===== config.mk =====
export PLATFORM = sky130hd
export DESIGN_NAME = wdog_once
export DESIGN_NICKNAME = d
export VERILOG_FILES = /design/src/rtl/wdog_pkg.sv /design/src/rtl/wdog_prescale.sv /design/src/rtl/wdog_mode_lock.sv /design/src/rtl/wdog_count.sv /design/src/rtl/wdog_once.sv
export SDC_FILE = /design/constraint.sdc
export NUM_CORES = 1
export LEC_CHECK = 0
export BUFFER_PORTS_ARGS = -buffer_cell sky130_fd_sc_hd__buf_4
export CAP_MARGIN = 20
export CORE_MARGIN = 4
export CORE_UTILIZATION = 50
export DETAILED_ROUTE_END_ITERATION = 10
export PLACE_DENSITY = 0.82
export SETUP_SLACK_MARGIN = 0.3
export SLEW_MARGIN = 10
export SYNTH_ARGS = -nofsm -noshare
export SYNTH_HDL_FRONTEND = slang
export SYNTH_SLANG_ARGS = --single-unit

===== constraint.sdc =====
create_clock -name clk -period 2.3 [get_ports clk]
set_input_delay 0.46 -clock clk [delete_from_list [all_inputs] [get_ports clk]]
set_output_delay 0.46 -clock clk [all_outputs]
set_load 0.005 [all_outputs]

===== src/rtl/wdog_pkg.sv =====
package wdog_pkg;
    localparam int CNT_W       = 12;
    localparam int DATA_W      = 32;
    localparam int RLD_LSB     = 0;
    localparam int RSTEN_BIT   = 13;
    localparam int CPU_BIT     = 14;
    localparam int DIS_BIT     = 15;
    localparam int WIN_LSB     = 16;
    localparam int DBG_BIT     = 28;
    localparam int KEY_LSB     = 24;
    localparam int KICK_BIT    = 0;
    localparam int ST_CNT_LSB  = 16;

    typedef enum logic [1:0] {
        REG_KICK = 2'd0,
        REG_MODE = 2'd1,
        REG_STAT = 2'd2
    } reg_sel_e;

    typedef struct packed {
        logic             dbg_en;
        logic [CNT_W-1:0] window;
        logic             dis;
        logic             cpu_only;
        logic             rst_en;
        logic [CNT_W-1:0] reload;
    } mode_t;

    localparam mode_t MODE_RST = '{
        dbg_en: 1'b0, window: '1, dis: 1'b0,
        cpu_only: 1'b0, rst_en: 1'b1, reload: '1
    };

    function automatic mode_t mode_from_word(input logic [DATA_W-1:0] w);
        mode_t m;
        m.reload   = w[RLD_LSB +: CNT_W];
        m.rst_en   = w[RSTEN_BIT];
        m.cpu_only = w[CPU_BIT];
        m.dis      = w[DIS_BIT];
        m.window   = w[WIN_LSB +: CNT_W];
        m.dbg_en   = w[DBG_BIT];
        return m;
    endfunction

    function automatic logic [DATA_W-1:0] mode_to_word(input mode_t m);
        logic [DATA_W-1:0] w;
        w = '0;
        w[RLD_LSB +: CNT_W] = m.reload;
        w[RSTEN_BIT]        = m.rst_en;
        w[CPU_BIT]          = m.cpu_only;
        w[DIS_BIT]          = m.dis;
        w[WIN_LSB +: CNT_W] = m.window;
        w[DBG_BIT]          = m.dbg_en;
        return w;
    endfunction
endpackage


===== src/rtl/wdog_prescale.sv =====
module wdog_prescale #(
    parameter int PRESCALE = 128
) (
    input  logic clk,
    input  logic rst_n,
    input  logic clr_i,
    input  logic run_i,
    input  logic slow_i,
    output logic tick_o
);
    localparam int PW = (PRESCALE > 1) ? $clog2(PRESCALE) : 1;
    localparam logic [PW-1:0] LAST = PW'(PRESCALE - 1);

    logic [PW-1:0] pcnt_d, pcnt_q;

    assign tick_o = run_i & slow_i & (pcnt_q == LAST);

    always_comb begin
        pcnt_d = pcnt_q;
        if (clr_i) begin
            pcnt_d = '0;
        end else if (run_i && slow_i) begin
            pcnt_d = tick_o ? '0 : pcnt_q + 1'b1;
        end
    end

    always_ff @(posedge clk or negedge rst_n) begin
        if (!rst_n) pcnt_q <= '0;
        else        pcnt_q <= pcnt_d;
    end
endmodule


===== src/rtl/wdog_mode_lock.sv =====
module wdog_mode_lock
    import wdog_pkg::*;
(
    input  logic              clk,
    input  logic              rst_n,
    input  logic              wr_i,
    input  logic [DATA_W-1:0] wdata_i,
    output mode_t             mode_o,
    output logic              locked_o,
    output logic              accept_o
);
    typedef struct packed {
        mode_t mode;
        logic  locked;
    } lock_st_t;

    lock_st_t st_d, st_q;

    assign accept_o = wr_i & ~st_q.locked;
    assign mode_o   = st_q.mode;
    assign locked_o = st_q.locked;

    always_comb begin
        st_d = st_q;
        if (accept_o) begin
            st_d.mode   = mode_from_word(wdata_i);
            st_d.locked = 1'b1;
        end
    end

    always_ff @(posedge clk or negedge rst_n) begin
        if (!rst_n) st_q <= '{mode: MODE_RST, locked: 1'b0};
        else        st_q <= st_d;
    end
endmodule


===== src/rtl/wdog_count.sv =====
module wdog_count
    import wdog_pkg::*;
(
    input  logic             clk,
    input  logic             rst_n,
    input  mode_t            mode_i,
    input  logic             load_i,
    input  logic [CNT_W-1:0] load_val_i,
    input  logic             kick_i,
    input  logic             tick_i,
    input  logic             clr_flags_i,
    output logic [CNT_W-1:0] cnt_o,
    output logic             expired_o,
    output logic             uflow_o,
    output logic             err_o,
    output logic             req_sys_o,
    output logic             req_cpu_o,
    output logic             restart_o
);
    typedef struct packed {
        logic [CNT_W-1:0] cnt;
        logic             expired;
        logic             uflow;
        logic             err;
        logic             req_sys;
        logic             req_cpu;
    } cnt_st_t;

    cnt_st_t st_d, st_q;
    logic    kick_live, in_window, load_ok;

    assign kick_live = kick_i & ~mode_i.dis & ~st_q.expired;
    assign in_window = (st_q.cnt <= mode_i.window);
    assign load_ok   = load_i & ~st_q.expired;
    assign restart_o = load_ok | (kick_live & in_window);

    always_comb begin
        st_d = st_q;
        if (clr_flags_i) begin
            st_d.uflow = 1'b0;
            st_d.err   = 1'b0;
        end
        if (kick_live && !in_window) begin
            st_d.err = 1'b1;
        end
        if (load_ok) begin
            st_d.cnt = load_val_i;
        end else if (kick_live && in_window) begin
            st_d.cnt = mode_i.reload;
        end else if (tick_i) begin
            if (st_q.cnt == '0) begin
                st_d.expired = 1'b1;
                st_d.uflow   = 1'b1;
                st_d.req_sys = mode_i.rst_en & ~mode_i.cpu_only;
                st_d.req_cpu = mode_i.rst_en &  mode_i.cpu_only;
            end else begin
                st_d.cnt = st_q.cnt - 1'b1;
            end
        end
    end

    always_ff @(posedge clk or negedge rst_n) begin
        if (!rst_n) begin
            st_q <= '{cnt: MODE_RST.reload, expired: 1'b0, uflow: 1'b0,
                      err: 1'b0, req_sys: 1'b0, req_cpu: 1'b0};
        end else begin
            st_q <= st_d;
        end
    end

    assign cnt_o     = st_q.cnt;
    assign expired_o = st_q.expired;
    assign uflow_o   = st_q.uflow;
    assign err_o     = st_q.err;
    assign req_sys_o = st_q.req_sys;
    assign req_cpu_o = st_q.req_cpu;
endmodule


===== src/rtl/wdog_once.sv =====
module wdog_once
    import wdog_pkg::*;
#(
    parameter int           PRESCALE = 128,
    parameter logic [7:0]   KEY      = 8'hA5
) (
    input  logic              clk,
    input  logic              rst_n,
    input  logic              slow_tick_i,
    input  logic              dbg_halt_i,
    input  logic              wr_en_i,
    input  logic              rd_en_i,
    input  logic [1:0]        addr_i,
    input  logic [DATA_W-1:0] wdata_i,
    output logic [DATA_W-1:0] rdata_o,
    output logic              sys_rst_req_o,
    output logic              cpu_rst_req_o
);
    mode_t            mode;
    logic             locked, mode_accept;
    logic             kick, mode_wr, stat_rd, run, tick, restart;
    logic [CNT_W-1:0] cnt;
    logic             expired, uflow, err;

    assign kick    = wr_en_i && (addr_i == REG_KICK)
                     && (wdata_i[KEY_LSB +: 8] == KEY) && wdata_i[KICK_BIT];
    assign mode_wr = wr_en_i && (addr_i == REG_MODE);
    assign stat_rd = rd_en_i && (addr_i == REG_STAT);
    assign run     = ~mode.dis & ~(mode.dbg_en & dbg_halt_i) & ~expired;

    wdog_mode_lock u_lock (
        .clk      (clk),
        .rst_n    (rst_n),
        .wr_i     (mode_wr),
        .wdata_i  (wdata_i),
        .mode_o   (mode),
        .locked_o (locked),
        .accept_o (mode_accept)
    );

    wdog_prescale #(.PRESCALE(PRESCALE)) u_pre (
        .clk    (clk),
        .rst_n  (rst_n),
        .clr_i  (restart),
        .run_i  (run),
        .slow_i (slow_tick_i),
        .tick_o (tick)
    );

    wdog_count u_cnt (
        .clk         (clk),
        .rst_n       (rst_n),
        .mode_i      (mode),
        .load_i      (mode_accept),
        .load_val_i  (wdata_i[RLD_LSB +: CNT_W]),
        .kick_i      (kick),
        .tick_i      (tick),
        .clr_flags_i (stat_rd),
        .cnt_o       (cnt),
        .expired_o   (expired),
        .uflow_o     (uflow),
        .err_o       (err),
        .req_sys_o   (sys_rst_req_o),
        .req_cpu_o   (cpu_rst_req_o),
        .restart_o   (restart)
    );

    always_comb begin
        rdata_o = '0;
        case (addr_i)
            REG_MODE: rdata_o = mode_to_word(mode);
            REG_STAT: begin
                rdata_o[ST_CNT_LSB +: CNT_W] = cnt;
                rdata_o[1]                   = err;
                rdata_o[0]                   = uflow;
            end
            default:  rdata_o = '0;
        endcase
    end
endmodule


==> reports/qor.yml, run 1 <==
p_per_area_nw_per_um2: 805
final_nets: 501
worst_pin_slew_ps: 682
wirelength_um: 10200
route.detailed.drc: 0
seq_area_um2: 1370
power.leakage_uw: 0.00216
clk_path_buf_depth: 2
maxSlewViolCount: 0
design.core.area_um2: 6460
cts_tree: "yes"
fin_skew_ps: 5.91
synth.distinct_cells: 50
ir_worst_vdd_mv: 0.544
final_common_cell: "buf_4"
synth_area_um2: 3390
instances_no_fill: 521
min_path_type: "primary input to async pin"
fmax_ghz: 0.407
cp_data_arrival_time_ps: 2700
num_antenna_cells: 0
fillers: 412
rows: 29
synth_warnings: 0
multi_input_area_um2: 2210
max_slew_margin: 0.545
antenna_found_initial: 0
portBuffers: 68
grt_max_degree: 54
clkTransAtPathRegs_ps: 90
drive_gt1_frac: 0.568
first_global_vias: 3138
maxCapViolCount: 0
setup_viol: 15
endpoint_kind: "register"
vias: 3085
place_congestion: 0.919
synth_top_area_share: 0.286
cp_data_required_time_ps: 2550
cp_top_family: "compound AO/OA/AOI/OAI gates"
fin_crit_ps: 2460
outcome: "finished, violations left"
start_kind: "register"
ys_seq_elements: 53
path_max_fanout: 9
drt_first_iter_violations: 242
ys_seq_area_frac: 0.404
h-tree-depth: 2
path_cells: "inv_1 -> ha_4 -> nand4_1 -> nand2b_1 -> a41o_4 -> buf_4 -> o21a_1 -> buf_12 -> a21oi_2"
grt.overflow.total: 0
avgSynthCellArea_um2: 10.3
setup_ws_ps: -156
dieArea_um2: 8170
violations: "negative setup slack"
initial_utilization: 0.526
track_usage: 0.230
root_buffer: "clkbuf_8"
dp_hpwl_um: 6570
die_y_um: 90.4
clock_latency_ps: 310
drtPass1Iterations: 7
ant_nets: 0
synth.largest_area_cell: "dfstp_2"
grt_pass1_wl_um: 15200
wl_per_cell_um: 19.5
syn-instance-count: 331
period_share: 1.07
slowest_stage: "dfstp_2"
cts_buffers: 5
final_util: 0.752
critPathBufInv: 3
synth_area_leaders: "dfstp_2 (29%), dfrtp_1 (12%), mux2_2 (9.3%)"
die_x_um: 90.4
cts.sinks: 53
vias_per_cell: 5.92
area_delta_synth_final_pct: 43.1
slowest_delay_ps: 540
ios: 74
rsz0062_at_grt: "true"
final-hold-violation-count: 0
place_inst: 500
crit_type: "register to register"
final_cell_mix: "buf_4 (112), dfstp_2 (37), mux2_2 (28)"
==> cell families (layout without fill, tap and decap cells) <==
group / Yosys count / in the layout / synth area share
AND/OR/NAND/NOR: 108 / 108 / 0.182
AO/OA/AOI/OAI: 61 / 61 / 0.127
flip-flops: 53 / 53 / 0.404
multiplexers: 41 / 41 / 0.133
buffers and inverters: 36 / 146 / 0.0527
adder cells (fa/ha/maj): 18 / 18 / 0.0663
XOR/XNOR: 13 / 13 / 0.0335
other: 1 / 4 / 0.00110
==> registers in the layout, indices dropped and copies added (netlist names) <==
signal / count
u_lock.locked_o: 1
u_pre.pcnt_q: 7
u_lock.mode_o: 28
u_cnt.req_cpu_o: 1
u_cnt.uflow_o: 1
u_cnt.req_sys_o: 1
u_cnt.err_o: 1
u_cnt.expired_o: 1
u_cnt.cnt_o: 12
==> final cells by class <==
class	count	share of cell area
Clock buffer	5	0.0142
Clock inverter	3	0.0134
Multi-Input combinational cell	245	0.454
Sequential cell	53	0.283
Inverter	17	0.0131
Tap cell	77	0.0198
Timing Repair Buffer	121	0.203
==> Yosys cell counts (all sizes together) <==
library cell	count
dfrtp	16
mux2i	12
nor4	4
and2	16
ha	18
o21a	1
or3	2
or2	4
a21oi	21
nand3b	2
a22oi	14
conb	1
a31oi	1
o21ai	1
buf	11
xnor2	6
o32ai	10
a211o	2
a32o	2
nand4	6
a21o	4
nand2b	1
a22o	1
or4	1
dfstp	37
nor2b	17
nand4b	3
inv	17
or2b	1
nand2	14
o211ai	1
nor2	23
clkbuf	8
a41o	1
mux2	29
nor3	6
nand3	6
xor2	7
and2b	2
a41oi	2
==> power breakdown <==
part           internal, µW  total, µW  switching [µW]
logic                   896       1690             790
registers              1280       1480             204
clock network           432        743             311
==> what timing repair did <==
item                       in CTS  in global routing
hold buffers                    0                  0
pin swaps                       5                 16
setup endpoints to repair      23                 38
cloned                          1                  0
buffers inserted                8                  4
gates resized for setup        16                 31
==> per-stage QoR <==
step                      setup TNS [ps]  power [µW]  hold slack [ps]  instance area [µm²]  worst slack, ps
final                              -1790        3910              168                 4860             -156
after global routing               -3110        4140              213                 4860             -225
after CTS                           -936        3690              202                 4650             -129
after detailed placement           -1860        2830              450                 4330             -193
after global placement              -916        2760              429                 4330             -113
after floorplan                    -32.6        2250              164                 3520            -32.6
==> final timing paths <==
path,slack (ps),endpoint,depth (start not counted),startpoint
worst min register to register,470,u_lock.locked_o$_DFFE_PN0P_,1,u_lock.locked_o$_DFFE_PN0P_
worst min-delay path,170,u_lock.locked_o$_DFFE_PN0P_,1,rst_n
worst max-delay path,-160,u_cnt.cnt_o[5]$_DFFE_PN1P_,9,u_lock.mode_o[26]$_DFFE_PN1P_
worst max register to register,-160,u_cnt.cnt_o[5]$_DFFE_PN1P_,9,u_lock.mode_o[26]$_DFFE_PN1P_
min in group clk,370,u_lock.locked_o$_DFFE_PN0P_,2,wr_en_i
max in group asynchronous,1680,u_pre.pcnt_q[4]$_DFFE_PN0P_,1,rst_n
==> per-layer routing <==
layer / wire, µm / global-route usage / vias to the layer above
met2: 5310 / 0.408 / 135
met4: 421 / 0.0906 / 0
met3: 586 / 0.0450 / 43
li1: - / - / 1398
met1: 3840 / 0.274 / 1509
met5: 0 / 0 / -
Note: power is estimated with default switching activity, not from simulation.
==> inputs of run 2 (changes only) <==
--- a/config.mk
+++ b/config.mk
@@ -11,7 +11,7 @@
 export CORE_UTILIZATION = 50
 export DETAILED_ROUTE_END_ITERATION = 10
 export PLACE_DENSITY = 0.82
-export SETUP_SLACK_MARGIN = 0.3
+export SETUP_SLACK_MARGIN = 0.2
 export SLEW_MARGIN = 10
 export SYNTH_ARGS = -nofsm -noshare
 export SYNTH_HDL_FRONTEND = slang
==> run 2 against run 1 <==
The flow still finishes with violations (negative setup slack). Total power fell by 1.6%. Cell count is 1.7% higher. Via count grew 3.2%. Die area unchanged. Clock skew rose by 2.8 ps. Critical path type unchanged.
==> reports/qor.yml, run 2 (synthesis gave the netlist of run 1 again) <==
outcome: "finished, violations left"
violations: "negative setup slack"
final_cell_mix: "buf_4 (122), dfstp_2 (37), mux2_2 (28)"
route.detailed.drc: 0  # unchanged
cts_buffers: 5  # unchanged
setup_viol: 23  # +8
worst_pin_slew_ps: 687  # +5.08 ps
track_usage: 0.244  # +0.0135
cp_top_family: "compound AO/OA/AOI/OAI gates"
power.leakage_uw: 0.00216  # about the same
crit_type: "register to register"
cts_tree: "yes"
dieArea_um2: 8170  # unchanged
num_antenna_cells: 0  # unchanged
grt_pass1_wl_um: 16000  # +5.6%
slowest_delay_ps: 580  # +40 ps
largest_reg_flops: 28  # unchanged
maxCapViolCount: 0  # unchanged
ios: 74  # unchanged
wirelength_um: 11000  # +8.5%
path_max_fanout: 4  # -5
hold_ws_ps: 161  # -7.68 ps
fmax_ghz: 0.393  # -3.4%
initial_utilization: 0.526  # unchanged
rsz0062_at_grt: "true"
fin_crit_ps: 2540  # +86.0 ps
rows: 29  # unchanged
vias_per_cell: 6.01  # +1.5%
p_per_area_nw_per_um2: 782  # -2.8%
place_congestion: 0.898  # -2.3%
seq_power_share: 0.388  # +0.009
clkTransAtPathRegs_ps: 100  # about the same
final_common_cell: "buf_4"
die_x_um: 90.4  # unchanged
cp_data_arrival_time_ps: 2790  # +90 ps
setup_ws_ps: -242  # -86.0 ps
fin_skew_ps: 8.68  # +2.76 ps
drt_first_iter_violations: 218  # -9.9%
drive_gt1_frac: 0.598  # +0.0307
min_path_type: "primary input to async pin"
p_clk_frac: 0.140  # -0.050
root_buffer: "clkbuf_8"
p_int_uw: 2440  # -6.3%
die_y_um: 90.4  # unchanged
cp_data_required_time_ps: 2540  # about the same
h-tree-depth: 2  # unchanged
maxSlewViolCount: 0  # unchanged
start_kind: "register"
final_nets: 510  # +1.8%
ant_nets: 0  # unchanged
design.core.area_um2: 6460  # unchanged
grt.overflow.total: 0  # unchanged
tns_ps: -3060  # -1270 ps
clk_path_buf_depth: 2  # unchanged
clock_latency_ps: 320  # about the same
endpoint_kind: "register"
antenna_found_initial: 0  # unchanged
dp_hpwl_um: 6800  # +3.4%
first_global_vias: 3314  # +5.6%
path_cells: "inv_2 -> ha_4 -> nand4_1 -> a211o_1 -> buf_6 -> a41oi_4 -> clkbuf_16 -> mux2i_1 -> a21oi_2"
wl_per_cell_um: 20.8  # +6.6%
switching_share: 0.365  # +0.0319
portBuffers: 68  # unchanged
area_delta_synth_final_pct: 44.9
drtPass1Iterations: 4  # -3
critPathBufInv: 3  # unchanged
grt_max_degree: 54  # unchanged
p_comb_frac: 0.472  # +0.041
ir_worst_vdd_mv: 0.718  # +32%
vias: 3184  # +3.2%
period_share: 1.11  # +0.0374
switching_power_uw: 1410  # +7.8%
final-hold-violation-count: 0  # unchanged
slowest_stage: "dfstp_2"
max_slew_margin: 0.542  # -0.00338
cts.sinks: 53  # unchanged
run 2: cell count changes in the layout (fill, tap and decap cells not counted), moves of 4 or more:
| cell | previous run | this run |
|---|---|---|
| mux2i_4 | 0 | 4 |
| inv_1 | 16 | 11 |
| buf_4 | 112 | 122 |
| o32ai_4 | 5 | 1 |
| mux2i_1 | 10 | 6 |
| inv_2 | 1 | 6 |
run 2: power groups by stage:
stage / sequential, µW / combinational, µW / clock (µW)
final: 1490 / 1820 / 540
after global routing: 1520 / 1950 / 581
after CTS: 1470 / 1520 / 543
after detailed placement: 1470 / 1370 / 0
after global placement: 1460 / 1290 / 0
after floorplan: 1470 / 781 / 0
run 2: layout make-up:
| class | count | area, µm² |
|---|---|---|
| Multi-Input combinational cell | 245 | 2250 |
| Sequential cell | 53 | 1370 |
| Clock inverter | 3 | 17.5 |
| Tap cell | 77 | 96.3 |
| Timing Repair Buffer | 130 | 1050 |
| Inverter | 17 | 63.8 |
| Clock buffer | 5 | 68.8 |
| Fill cell | 403 | 1540 |
run 2: stage by stage:
step	worst slack, ps	util	cells	total power [µW]	cell area (µm²)
global route	-332	0.761	530	4050	4920
CTS	-86.5	0.715	517	3530	4620
floorplan	-32.6	-	334	2250	3510
global placement	-132	0.664	498	2750	4290
finish	-242	0.761	530	3850	4920
detailed placement	-234	0.664	498	2830	4290
run 2: timing repair:
action                     4_1_cts  5_1_grt
setup buffers                   10       12
setup endpoints to repair       23       28
gates resized for setup         25       37
hold endpoints to repair         0        0
cloned                           1        1
pin swaps                       12       14
hold buffers                     0        0
run 2: worst paths after layout:
| kind | endpoint | slack (ps) | cells past startpoint | from |
|---|---|---|---|---|
| worst min-delay path | u_lock.mode_o[14]$_DFFE_PN0P_ | 160 | 1 | rst_n |
| max in group asynchronous | u_pre.pcnt_q[3]$_DFFE_PN0P_ | 1670 | 1 | rst_n |
| min in group clk | u_lock.locked_o$_DFFE_PN0P_ | 350 | 2 | wr_en_i |
| worst max-delay path | u_cnt.cnt_o[11]$_DFFE_PN1P_ | -240 | 9 | u_lock.mode_o[22]$_DFFE_PN1P_ |
| worst min register to register | u_lock.locked_o$_DFFE_PN0P_ | 460 | 1 | u_lock.locked_o$_DFFE_PN0P_ |
| worst max register to register | u_cnt.cnt_o[11]$_DFFE_PN1P_ | -240 | 9 | u_lock.mode_o[22]$_DFFE_PN1P_ |
run 2: routing by layer:
layer / track usage / vias up / part of all wire
li1: - / 1419 / -
met1: 0.280 / 1562 / 0.36
met2: 0.444 / 150 / 0.52
met3: 0.0525 / 53 / 0.058
met4: 0.0880 / 0 / 0.061
met5: 0 / - / 0
